**src/rtl/i2c_regptr_pkg.sv**
```systemverilog
package i2c_regptr_pkg;
  typedef enum logic [2:0] {
    ST_IDLE,
    ST_RX,
    ST_RX_ACK,
    ST_TX,
    ST_TX_ACK,
    ST_WAIT
  } state_e;

  typedef enum logic [1:0] {
    BK_ADDR,
    BK_PTR,
    BK_HI,
    BK_LO
  } byte_kind_e;

  localparam logic [4:0] HS_CODE_PREFIX = 5'b00001;
endpackage

```
**src/rtl/i2c_bus_sync.sv**
```systemverilog
module i2c_bus_sync #(
  parameter int SYNC_STAGES = 2
) (
  input  logic clk_i,
  input  logic rst_ni,
  input  logic scl_i,
  input  logic sda_i,
  output logic scl_s_o,
  output logic sda_s_o,
  output logic scl_rise_o,
  output logic scl_fall_o,
  output logic start_o,
  output logic stop_o
);
  logic [SYNC_STAGES-1:0] scl_pipe, sda_pipe;
  logic scl_q, sda_q;

  for (genvar g = 0; g < SYNC_STAGES; g++) begin : g_stage
    always_ff @(posedge clk_i or negedge rst_ni) begin
      if (!rst_ni) begin
        scl_pipe[g] <= 1'b1;
        sda_pipe[g] <= 1'b1;
      end else if (g == 0) begin
        scl_pipe[g] <= scl_i;
        sda_pipe[g] <= sda_i;
      end else begin
        scl_pipe[g] <= scl_pipe[(g == 0) ? 0 : g-1];
        sda_pipe[g] <= sda_pipe[(g == 0) ? 0 : g-1];
      end
    end
  end

  assign scl_s_o = scl_pipe[SYNC_STAGES-1];
  assign sda_s_o = sda_pipe[SYNC_STAGES-1];

  always_ff @(posedge clk_i or negedge rst_ni) begin
    if (!rst_ni) begin
      scl_q <= 1'b1;
      sda_q <= 1'b1;
    end else begin
      scl_q <= scl_s_o;
      sda_q <= sda_s_o;
    end
  end

  assign scl_rise_o = scl_s_o & ~scl_q;
  assign scl_fall_o = ~scl_s_o & scl_q;
  assign start_o    = scl_s_o & scl_q & sda_q & ~sda_s_o;
  assign stop_o     = scl_s_o & scl_q & ~sda_q & sda_s_o;
endmodule

```
**src/rtl/i2c_reg_bank.sv**
```systemverilog
module i2c_reg_bank #(
  parameter int NUM_REGS = 4,
  parameter int DATA_W   = 16,
  localparam int IDX_W   = $clog2(NUM_REGS),
  localparam int BYTE_W  = DATA_W / 2
) (
  input  logic              clk_i,
  input  logic              rst_ni,
  input  logic              wr_hi_i,
  input  logic              wr_lo_i,
  input  logic [IDX_W-1:0]  wr_idx_i,
  input  logic [BYTE_W-1:0] wr_byte_i,
  input  logic [IDX_W-1:0]  rd_idx_i,
  input  logic [DATA_W-1:0] ro_value_i,
  output logic [DATA_W-1:0] rd_data_o
);
  logic [DATA_W-1:0] regs [NUM_REGS];

  for (genvar g = 0; g < NUM_REGS; g++) begin : g_reg
    if (g == 0) begin : g_ro
      assign regs[g] = ro_value_i;
    end else begin : g_rw
      always_ff @(posedge clk_i or negedge rst_ni) begin
        if (!rst_ni) begin
          regs[g] <= '0;
        end else if (wr_idx_i == IDX_W'(g)) begin
          if (wr_hi_i) regs[g][DATA_W-1:BYTE_W] <= wr_byte_i;
          if (wr_lo_i) regs[g][BYTE_W-1:0]      <= wr_byte_i;
        end
      end
    end
  end

  assign rd_data_o = regs[rd_idx_i];
endmodule

```
**src/rtl/i2c_regptr_slave.sv**
```systemverilog
module i2c_regptr_slave
  import i2c_regptr_pkg::*;
#(
  parameter logic [6:0] DEV_ADDR    = 7'h52,
  parameter int         NUM_REGS    = 4,
  parameter int         SYNC_STAGES = 2,
  localparam int        DATA_W      = 16,
  localparam int        IDX_W       = $clog2(NUM_REGS)
) (
  input  logic              clk_i,
  input  logic              rst_ni,
  input  logic              scl_i,
  input  logic              sda_i,
  input  logic [DATA_W-1:0] conv_value_i,
  output logic              sda_drive_o,
  output logic              hs_mode_o
);
  logic scl_s, sda_s, scl_rise, scl_fall, start_det, stop_det;
  state_e     state_q;
  byte_kind_e kind_q;
  logic [3:0]       bit_cnt_q;
  logic [7:0]       rx_sr_q, tx_sr_q;
  logic [IDX_W-1:0] ptr_q;
  logic rw_q, tx_lo_q, mack_q, drive_q, hs_q;
  logic [DATA_W-1:0] rd_data;
  logic byte_done, wr_hi, wr_lo;

  i2c_bus_sync #(.SYNC_STAGES(SYNC_STAGES)) u_sync (
    .clk_i(clk_i), .rst_ni(rst_ni), .scl_i(scl_i), .sda_i(sda_i),
    .scl_s_o(scl_s), .sda_s_o(sda_s), .scl_rise_o(scl_rise),
    .scl_fall_o(scl_fall), .start_o(start_det), .stop_o(stop_det)
  );

  // a data byte is committed at the falling edge that opens its ACK slot
  assign byte_done = !start_det && !stop_det && state_q == ST_RX &&
                     scl_fall && bit_cnt_q == 4'd8;
  assign wr_hi = byte_done && kind_q == BK_HI;
  assign wr_lo = byte_done && kind_q == BK_LO;

  i2c_reg_bank #(.NUM_REGS(NUM_REGS), .DATA_W(DATA_W)) u_bank (
    .clk_i(clk_i), .rst_ni(rst_ni), .wr_hi_i(wr_hi), .wr_lo_i(wr_lo),
    .wr_idx_i(ptr_q), .wr_byte_i(rx_sr_q), .rd_idx_i(ptr_q),
    .ro_value_i(conv_value_i), .rd_data_o(rd_data)
  );

  always_ff @(posedge clk_i or negedge rst_ni) begin
    if (!rst_ni) begin
      state_q   <= ST_IDLE;
      kind_q    <= BK_ADDR;
      bit_cnt_q <= '0;
      rx_sr_q   <= '0;
      tx_sr_q   <= '0;
      ptr_q     <= '0;
      rw_q      <= 1'b0;
      tx_lo_q   <= 1'b0;
      mack_q    <= 1'b0;
      drive_q   <= 1'b0;
      hs_q      <= 1'b0;
    end else if (stop_det) begin
      state_q <= ST_IDLE;
      drive_q <= 1'b0;
      hs_q    <= 1'b0;
    end else if (start_det) begin
      state_q   <= ST_RX;
      kind_q    <= BK_ADDR;
      bit_cnt_q <= '0;
      drive_q   <= 1'b0;
    end else begin
      unique case (state_q)
        ST_RX: begin
          if (scl_rise && bit_cnt_q != 4'd8) begin
            rx_sr_q   <= {rx_sr_q[6:0], sda_s};
            bit_cnt_q <= bit_cnt_q + 4'd1;
          end else if (byte_done) begin
            state_q <= ST_RX_ACK;
            drive_q <= 1'b1;
            if (kind_q == BK_ADDR) begin
              if (rx_sr_q[7:3] == HS_CODE_PREFIX) begin
                hs_q    <= 1'b1;
                drive_q <= 1'b0;
                state_q <= ST_WAIT;
              end else if (rx_sr_q[7:1] == DEV_ADDR) begin
                rw_q <= rx_sr_q[0];
              end else begin
                drive_q <= 1'b0;
                state_q <= ST_WAIT;
              end
            end else if (kind_q == BK_PTR) begin
              ptr_q <= rx_sr_q[IDX_W-1:0];
            end
          end
        end
        ST_RX_ACK: begin
          if (scl_fall) begin
            bit_cnt_q <= '0;
            drive_q   <= 1'b0;
            if (kind_q == BK_ADDR && rw_q) begin
              state_q <= ST_TX;
              tx_lo_q <= 1'b0;
              tx_sr_q <= rd_data[15:8];
              drive_q <= ~rd_data[15];
            end else begin
              state_q <= ST_RX;
              unique case (kind_q)
                BK_ADDR: kind_q <= BK_PTR;
                BK_PTR:  kind_q <= BK_HI;
                BK_HI:   kind_q <= BK_LO;
                default: kind_q <= BK_HI;
              endcase
            end
          end
        end
        ST_TX: begin
          if (scl_fall) begin
            if (bit_cnt_q == 4'd7) begin
              drive_q <= 1'b0;
              state_q <= ST_TX_ACK;
            end else begin
              tx_sr_q   <= {tx_sr_q[6:0], 1'b0};
              drive_q   <= ~tx_sr_q[6];
              bit_cnt_q <= bit_cnt_q + 4'd1;
            end
          end
        end
        ST_TX_ACK: begin
          if (scl_rise) mack_q <= ~sda_s;
          if (scl_fall) begin
            if (mack_q) begin
              tx_lo_q   <= ~tx_lo_q;
              tx_sr_q   <= tx_lo_q ? rd_data[15:8] : rd_data[7:0];
              drive_q   <= tx_lo_q ? ~rd_data[15] : ~rd_data[7];
              bit_cnt_q <= '0;
              state_q   <= ST_TX;
            end else begin
              state_q <= ST_WAIT;
            end
          end
        end
        default: ;
      endcase
    end
  end

  assign sda_drive_o = drive_q;
  assign hs_mode_o   = hs_q;
endmodule

```
**config.mk**
```make
export PLATFORM = sky130hd
export DESIGN_NAME = i2c_regptr_slave
export DESIGN_NICKNAME = d
export VERILOG_FILES = /design/src/rtl/i2c_regptr_pkg.sv /design/src/rtl/i2c_bus_sync.sv /design/src/rtl/i2c_reg_bank.sv /design/src/rtl/i2c_regptr_slave.sv
export SDC_FILE = /design/constraint.sdc
export NUM_CORES = 1
export LEC_CHECK = 0
export ABC_CLOCK_PERIOD_IN_PS = 5900
export BUFFER_PORTS_ARGS = -buffer_cell sky130_fd_sc_hd__buf_2
export CAP_MARGIN = 0
export CORE_MARGIN = 5
export CORE_UTILIZATION = 59
export DETAILED_ROUTE_END_ITERATION = 16
export MAX_ROUTING_LAYER = met4
export PLACE_DENSITY_LB_ADDON = 0.15
export SETUP_SLACK_MARGIN = 0.1
export SLEW_MARGIN = 20
export SYNTH_ARGS = -nofsm -noshare
export SYNTH_HDL_FRONTEND = slang
export SYNTH_SLANG_ARGS = --single-unit
export TNS_END_PERCENT = 50
```
**constraint.sdc**
```tcl
create_clock -name clk_i -period 5.9 [get_ports clk_i]
set_clock_uncertainty 0.15 [all_clocks]
set_input_delay 0.885 -clock clk_i [delete_from_list [all_inputs] [get_ports clk_i]]
set_output_delay 0.885 -clock clk_i [all_outputs]
set_load 0.01 [all_outputs]
```
==> run metrics, run 1 <==
Syn Area/Cell 13.1 µm²; FF+latch count, synth 85; Final Cell Area 0.00454 mm²; drt via density 6.26; number of H-tree levels 3; CTS hold repair buffers 0; vias in the first global route 2714; Data required, critical path 5.98 ns; routed vias 2711; leading area contributor after synthesis dfrtp_1; CTS tree built; Post-CTS Setup Inserts 0; DRC errors left 0; setup TNS 0 ns; Area Overhead vs Synth 8.18%; Pre-Repair DR Iteration Count 5; most frequent cells after synthesis dfrtp_1 (79), mux2_2 (45), nor2_1 (18); Overall Power 1510 µW; initial core utilization 61.0%; final worst setup slack roughly 3.1 ns; Die X 94.3 µm; status completed; endpoints failing setup 0; FFs w/ async S/R, synth 100%; Synth Flop Type dfrtp_1; syn nets 341; GRT Overall Usage roughly 23%; period utilization 47.7%; reg2reg path depth 5; Max Clk Rate ~360 MHz; CTS clk-pin slew, worst paths 0.08 ns; filler cell count 516; Clock Latency Late Sink 0.35 ns; unrepaired setup endpoints after global routing no; Root Buffer clkbuf_8; first-pass GRT wire length 14700 µm; routed len/inst 20.5 µm; IO Count 22; Post-CTS Resized 0; Core Area 0.00687 mm²; CTS buffer count 9; Placed Instance Area 0.00432 mm²; met3 Use GR 4.09%; worst hold path class flop to flop; Area contributors post-synth dfrtp_1 (47%), mux2_2 (12%), mux4_2 (9.1%); top-count cell post-synth dfrtp_1; EDFF count, synth 0; Top Usage Layer GRT met1; layout cell share with drive strength beyond 1 about a third; clk sink count 85; Die Ht ~94 µm; startpoint types flop; power density cells 332 mW/mm²; synth unique cells 57; post-synth top area share a little under half; Slew Limit Headroom about 32%; largest net degree at the start of global routing 86; WS Path Type flop to flop; global placement routability congestion 0.896; sequential-to-total area share from yosys stat around half; dpl cells 417; Pleak 0.00203 µW; max-cap violations 0; Final ANT Viol Nets 0; DIE AREA 0.00889 mm²; Hold Path Depth 0; Max Slew Vio Count 0; met1 Use GR 33.1%; min Tclk post-route 2.81 ns; dpl ws 3.16 ns; post-DP HPWL about 6000 µm; Total Wirelength 8870 µm; nets@finish 354; clock tree buffer depth 2; IO buf count 21; WP data arrival 2.89 ns; Synth Instances 319; crit-path max FO 13; final hold vios 0; Non-Filler Instances ~430; met2 GRT Util around 32%; initial antenna violation count 0; Critical Path Sink Type flop; YS warnings 0; Max IR drop VDD approximately 0.18 mV; Iter 0 DRT Violations 236; Syn Std Cell Area 0.00419 mm²; row cnt 30; Worst Tran Pin Value 1.01 ns; antenna fix cells 0; Congestion Overflow GR 0
==> report_power, final <==
part | internal (µW) | switching [µW] | leakage [µW]
Clock | 221 | 206 | 0.000103
Combinational | 147 | 169 | 0.000800
Sequential | 650 | 113 | 0.00113
Total | 1020 | 488 | 0.00203
==> worst max-delay path, cell delays in order, from the launching register on <==
cell,delay [ns]
dfrtp_1,0.61
nand2b_1,0.15
and4bb_1,0.52
and4_4,0.28
nor2b_1,0.58
mux2_1,0.39
==> cell usage in the layout, fill, tap and decap left out, types with 3 or more instances in the layout <==
cell       n
mux2_2    45
clkbuf_8  11
o22ai_1    3
mux2i_1    3
nand4_1    4
a21oi_1    9
inv_1      5
a22oi_1    6
nor2_1    18
nand2b_1   8
o31ai_1    3
a32oi_1    4
o21a_1     3
nand3_1   10
a31oi_1    5
buf_2     20
nand2_1   11
mux4_2    17
dfstp_2    6
dfrtp_1   79
o21ai_0    4
mux2_1    14
nor2b_1    3
==> metal layers <==
layer  wire (µm)  up-vias
met3         459       12
li1            -     1230
met2        4030       89
met1        4270     1380
met4         116        0
met5           0        -
==> cells by family after synthesis <==
group,synth area share [%]
flops,50.9
mux,26.4
simple gates,10.2
compound gates,8.71
buf+inv,2.98
fa+ha+maj,0.597
xor+xnor,0.209
==> metrics by stage <==
step | utilization, % | hold slack (ns)
final | 66.0 | 0.208
after global routing | 66.0 | 0.218
after CTS | 66.0 | 0.210
after detailed placement | 62.9 | 0.198
after global placement | 62.9 | 0.195
after floorplan | - | 0.195
==> sequential cells by signal (all words and copies together) (netlist names), 2 cells and up <==
signal and flops:
u_bank.regs 48, rx_sr_q 8, kind_q 2, bit_cnt_q 4, state_q 3, tx_sr_q 7
ptr_q 2
==> final timing paths <==
kind / from / end / slack (ns)
setup / recovery: state_q[0] / u_bank.regs[36] / 3.09
hold / removal: u_sync.sda_pipe[0] / u_sync.sda_s_o / 0.21
setup reg to reg: state_q[0] / u_bank.regs[36] / 3.09
hold reg to reg: u_sync.sda_pipe[0] / u_sync.sda_s_o / 0.21
max in group asynchronous: rst_ni / rx_sr_q[2] / 4.65
min in group asynchronous: rst_ni / state_q[1] / 0.41
==> area by class of cell <==
cell class,count,area (µm²),share of cell area (%)
inverters,5,18.8,0.414
well taps,96,120,2.65
clock buffers,12,155,3.42
clock inverters,4,55.1,1.21
flip-flops and latches,85,2130,47.1
repair buffers,22,119,2.62
multi-input cells,209,1930,42.6
Power figures use the tool's default switching activity.
==> run 2, diff against run 1 <==
- ABC_CLOCK_PERIOD_IN_PS: 5900 -> 2900
- clock period: 5.9 -> 2.9 ns (I/O delays scaled with it)
==> run 2 against run 1 <==
Compared with the run above:
- worst setup slack got worse by 2.7 ns
- clock power up 120%
- final area rose by 2.7%
- sequential share of layout area shrank 1.2 points
- worst hold slack worse by 0.18 ns
- via count increased by 1.5%
- critical path type unchanged
- largest power group unchanged
==> run metrics, run 2 (synthesized netlist as in run 1, its figures left out) <==
Pleak 0.00211 µW (+3.9%); initial core utilization 61.0% (unchanged); IO buf count 21 (unchanged); clock tree buffer depth 2 (unchanged); max-cap violations 0 (unchanged); power density cells 687 mW/mm² (+110%); layout cell share with drive strength beyond 1 36.7% (+2.3 points); CTS clk-pin slew, worst paths 0.08 ns (about the same); Core Area 0.00687 mm² (unchanged); largest registers u_bank.regs: 48 flops, rx_sr_q: 8 flops, tx_sr_q: 7 flops; startpoint types flop; CTS buffer count 9 (unchanged); Worst Tran Pin Value 0.676 ns (-0.338 ns); Iter 0 DRT Violations 189 (-20%); Clock Latency Late Sink 0.36 ns (about the same); DRC errors left 0 (unchanged); number of H-tree levels 3 (unchanged); WP data arrival 2.65 ns (-0.24 ns); register with the most flip-flops u_bank.regs; reg2reg path depth 7 (+2); Max IR drop VDD 0.481 mV (+160%); Die X 94.3 µm (unchanged); period utilization 88.2% (+40 points); most frequent cells in the layout dfrtp_1 (79), mux2_2 (45), buf_2 (20); Data required, critical path 2.99 ns (-2.99 ns); Critical Path Sink Type flop; vias in the first global route 2800 (+3.2%); max reg flops 48 (unchanged); Total Wirelength 9040 µm (+1.9%); initial antenna violation count 0 (unchanged); setup TNS 0 ns (unchanged); Pre-Repair DR Iteration Count 4 (-1); unrepaired setup endpoints after global routing no; drt via density 6.18 (-1.2%); Max Clk Rate 391 MHz (+10%); row cnt 30 (unchanged); CTS tree built; clk sink count 85 (unchanged); routed len/inst 20.3 µm (-0.88%); largest net degree at the start of global routing 54 (-37%); Hold Path Depth 1 (+1); DIE AREA 0.00889 mm² (unchanged); GRT Overall Usage 22.9% (+0.27 points); most common cell after layout, fill and taps aside dfrtp_1; antenna fix cells 0 (unchanged); final hold vios 0 (unchanged); Slew Limit Headroom 54.5% (+22 points); Max Slew Vio Count 0 (unchanged); worst hold path class input pin to flop; Final ANT Viol Nets 0 (unchanged); Root Buffer clkbuf_8; first-pass GRT wire length 14900 µm (+1.2%); min Tclk post-route 2.56 ns (-0.256 ns); Area Overhead vs Synth 11.1%; filler cell count 503 (-2.5%); crit-path max FO 8 (-5); Overall Power 3200 µW (+110%); global placement routability congestion 0.905 (+1.1%); Congestion Overflow GR 0 (unchanged); routed vias 2752 (+1.5%); Die Ht 94.3 µm (unchanged); WS Path Type flop to flop; status completed; IO Count 22 (unchanged); nets@finish 366 (+3.4%); Post-CTS Resized 0 (unchanged); post-DP HPWL 6470 µm (+7.6%); endpoints failing setup 0 (unchanged)
[run 2: layout make-up]
class / instances / area, µm² / area share [%]
multi-input cells: 209 / 1930 / 41.5
well taps: 96 / 120 / 2.58
flip-flops and latches: 85 / 2130 / 45.8
clock inverters: 6 / 93.8 / 2.01
inverters: 5 / 18.8 / 0.403
repair buffers: 34 / 220 / 4.73
clock buffers: 10 / 138 / 2.95
[run 2: worst max-delay path: stages, from the launching register on]
cell and delay [ns]:
dfrtp_1 0.41, inv_1 0.07, ha_1 0.18, and3b_1 0.21
or4_1 0.74, a21oi_4 0.27, a21oi_2 0.09, mux2_4 0.32
[run 2: final timing paths]
check | startpoint | endpoint | slack, ns
worst max-delay path | bit_cnt_q[0] | state_q[2] | 0.34
worst min-delay path | scl_i | u_sync.scl_pipe[0] | 0.03
worst max register to register | bit_cnt_q[0] | state_q[2] | 0.34
worst min register to register | u_sync.scl_pipe[0] | u_sync.scl_s_o | 0.21
max in group asynchronous | rst_ni | u_bank.regs[24] | 1.56
min in group asynchronous | rst_ni | bit_cnt_q[3] | 0.42
[run 2: metrics by stage]
| step | cell area, µm² | worst slack, ns | instances | utilization [%] | hold slack (ns) |
|---|---|---|---|---|---|
| after floorplan | 4190 | 0.697 | 319 | - | -0.0106 |
| after global placement | 4420 | 0.431 | 428 | 64.3 | 0.195 |
| after detailed placement | 4420 | 0.384 | 428 | 64.3 | 0.197 |
| after CTS | 4660 | 0.367 | 445 | 67.8 | 0.0151 |
| after global routing | 4660 | 0.280 | 445 | 67.8 | 0.0167 |
| final | 4660 | 0.343 | 445 | 67.8 | 0.0313 |
[run 2: timing repair]
| action | CTS | global route |
|---|---|---|
| hold buffers | 1 | 0 |
| buffers inserted | 0 | 0 |
| endpoints found under the hold margin | 26 | 0 |
[run 2: per-layer routing]
metal	vias up	part of all wire, %	GRT usage (%)
met4	0	2.1	9.27
met1	1402	48	33.0
met5	-	0	-
met3	18	4.7	3.61
met2	76	45	32.6
li1	1256	-	-
[run 2: power by group]
part,leakage [µW],switching [µW],internal [µW]
Sequential,0.00113,212,1320
Clock,0.000119,439,518
Combinational,0.000863,380,328
Total,0.00211,1030,2170
==> run 3, diff against run 2 <==
- CELL_PAD_IN_SITES_DETAIL_PLACEMENT: default -> 0
- CELL_PAD_IN_SITES_GLOBAL_PLACEMENT: default -> 1
- CORE_UTILIZATION: 59 -> 50
==> run 3 against run 2 <==
Compared with the run above:
- clock power is 8% higher
- final cell count is 3.1% higher
- largest cell class unchanged
- wire length is 3.0% higher
- utilization is 10 points lower
- power is 2.6% higher
- register-to-register slack better by 0.07 ns
- via count is 0.94% lower
- die area is 16% higher
==> run metrics, run 3 (synthesized netlist as in run 1, its figures left out) <==
status completed; most frequent cells in the layout dfrtp_1 (79), mux2_2 (45), buf_2 (20); Congestion Overflow GR 0 (unchanged); Iter 0 DRT Violations 157 (-17%); max-cap violations 0 (unchanged); Pleak 0.00213 µW (+1.2%); Non-Filler Instances 459 (+3.1%); initial antenna violation count 0 (unchanged); CP top delay family simple AND/OR/NAND/NOR gates; reg2reg path depth 7 (unchanged); Max IR drop VDD 0.283 mV (-41%); Root Buffer clkbuf_8; largest registers u_bank.regs: 48 flops, rx_sr_q: 8 flops, tx_sr_q: 7 flops; hold slack 0.209 ns (+0.178 ns); post-DP HPWL 6570 µm (+1.6%); drt via density 5.94 (-4.0%); Final ANT Viol Nets 0 (unchanged); Core Area 0.00818 mm² (+19%); routed vias 2726 (-0.94%); dpl cells 440 (+2.8%); CTS tree built; crit-path max FO 8 (unchanged); DRC errors left 0 (unchanged); nets@finish 371 (+1.4%); WP data arrival 2.59 ns (-0.06 ns); Worst Tran Pin Value 0.710 ns (+0.0344 ns); unrepaired setup endpoints after global routing no; Area Overhead vs Synth 12.8%; Slew Limit Headroom 52.2% (-2.3 points); register area 0.00213 mm² (unchanged); CP endpoint state_q[2]; post-layout util 57.8% (-10 points); row cnt 33 (+10%); r2r endpoint state_q[2]; Clock Latency Late Sink 0.36 ns (about the same); max reg flops 48 (unchanged); Stages on worst setup path 7 (unchanged); number of H-tree levels 3 (unchanged); layout cell share with drive strength beyond 1 36.7% (+0.047 points); setup TNS 0 ns (unchanged); Die Ht 102 µm (+7.7%); filler cell count 650 (+29%); min Tclk post-route 2.49 ns (-0.0692 ns); initial core utilization 51.3% (-9.8 points); GRT Overall Usage 20.6% (-2.3 points); multi-input logic area 0.00193 mm² (unchanged); first-pass GRT wire length 15500 µm (+4.1%); endpoints failing setup 0 (unchanged); DIE AREA 0.0103 mm² (+16%); origin of the critical flop-to-flop path bit_cnt_q[0]; Data required, critical path 3.00 ns (about the same); CTS buffer count 9 (unchanged); Pre-Repair DR Iteration Count 7 (+3); power density cells 694 mW/mm² (+1.1%); Die X 102 µm (+7.7%); register with the most flip-flops u_bank.regs; CTS clk-pin slew, worst paths 0.09 ns (about the same); routed len/inst 20.3 µm (-0.12%); Final Cell Area 0.00473 mm² (+1.5%); CP Cell Sequence inv_1, ha_1, and3b_1, or4_1, a21oi_4, a21oi_2, mux2_4; IO Count 22 (unchanged); worst hold path class flop to flop; IO buf count 21 (unchanged); startpoint types flop; largest net degree at the start of global routing 51 (-5.6%); Critical Path Slowest Stage Cell or4_1; vias in the first global route 2840 (+1.4%); worst reg2reg setup slack 0.41 ns (+0.07 ns); Critical Path Sink Type flop; clk sink count 85 (unchanged); Placed Instance Area 0.00445 mm² (+0.76%); WS Path Type flop to flop; crit-path max cell delay 0.71 ns (-0.03 ns); global placement routability congestion 0.819 (-9.5%); Total Wirelength 9310 µm (+3.0%); Max Clk Rate 402 MHz (+2.8%); Max Slew Vio Count 0 (unchanged); period utilization 85.8% (-2.4 points); clock tree buffer depth 2 (unchanged); most common cell after layout, fill and taps aside dfrtp_1; final hold vios 0 (unchanged); crit path from bit_cnt_q[0]; Buf/Inv on CP 1 (unchanged); antenna fix cells 0 (unchanged)
[run 3: through the flow]
stage	setup WS, ns	power (µW)
2_1_floorplan	0.697	2020
3_3_place_gp	0.479	2240
3_5_place_dp	0.431	2260
4_1_cts	0.416	3300
5_1_grt	0.242	3460
6_report	0.412	3280
[run 3: report_power, final]
part | internal (µW) | total (µW) | leakage, µW | switching, µW
Clock | 600 | 1030 | 0.000120 | 434
Combinational | 329 | 702 | 0.000886 | 373
Sequential | 1320 | 1550 | 0.00113 | 224
[run 3: repair_timing]
| action | in CTS | in global routing |
|---|---|---|
| hold buffers | 1 | 2 |
| resized for setup | 0 | 0 |
| endpoints found under the hold margin | 35 | 2 |
| buffers inserted | 0 | 0 |
[run 3: worst min path at each step]
stage	cells past startpoint	slack, ns	to	from
after CTS	1	0.003	u_sync.sda_pipe[0]	sda_i
after global routing	0	0.22	u_sync.scl_s_o	u_sync.scl_pipe[0]
after global placement	0	0.20	u_sync.scl_s_o	u_sync.scl_pipe[0]
after detailed placement	0	0.20	u_sync.scl_s_o	u_sync.scl_pipe[0]
final	0	0.21	u_sync.scl_s_o	u_sync.scl_pipe[0]
after floorplan	0	-0.01	bit_cnt_q[0]	rst_ni
[run 3: layout make-up]
| class | instances | area share (%) |
|---|---|---|
| tap | 105 | 2.78 |
| timing repair buffer | 39 | 5.56 |
| inverter | 5 | 0.397 |
| sequential | 85 | 45.1 |
| clock inverter | 5 | 2.25 |
| clock buffer | 11 | 2.99 |
| multi-input combinational | 209 | 40.9 |
[run 3: metal layers]
metal | vias to the layer above | share of wire (%) | track usage (%)
li1 | 1266 | - | -
met1 | 1403 | 51 | 30.8
met2 | 48 | 44 | 28.3
met3 | 9 | 4.1 | 4.13
met4 | 0 | 1.1 | 6.13
met5 | - | 0 | -
[run 3: worst reg2reg max path: cells and delay by family (launching register included)]
| family | cells | cell delay (ns) |
|---|---|---|
| flip-flops | 1 | 0.42 |
| multiplexers | 1 | 0.32 |
| adder cells (fa/ha/maj) | 1 | 0.19 |
| buffers and inverters | 1 | 0.06 |
| AO/OA/AOI/OAI | 2 | 0.32 |
| AND/OR/NAND/NOR | 2 | 0.92 |
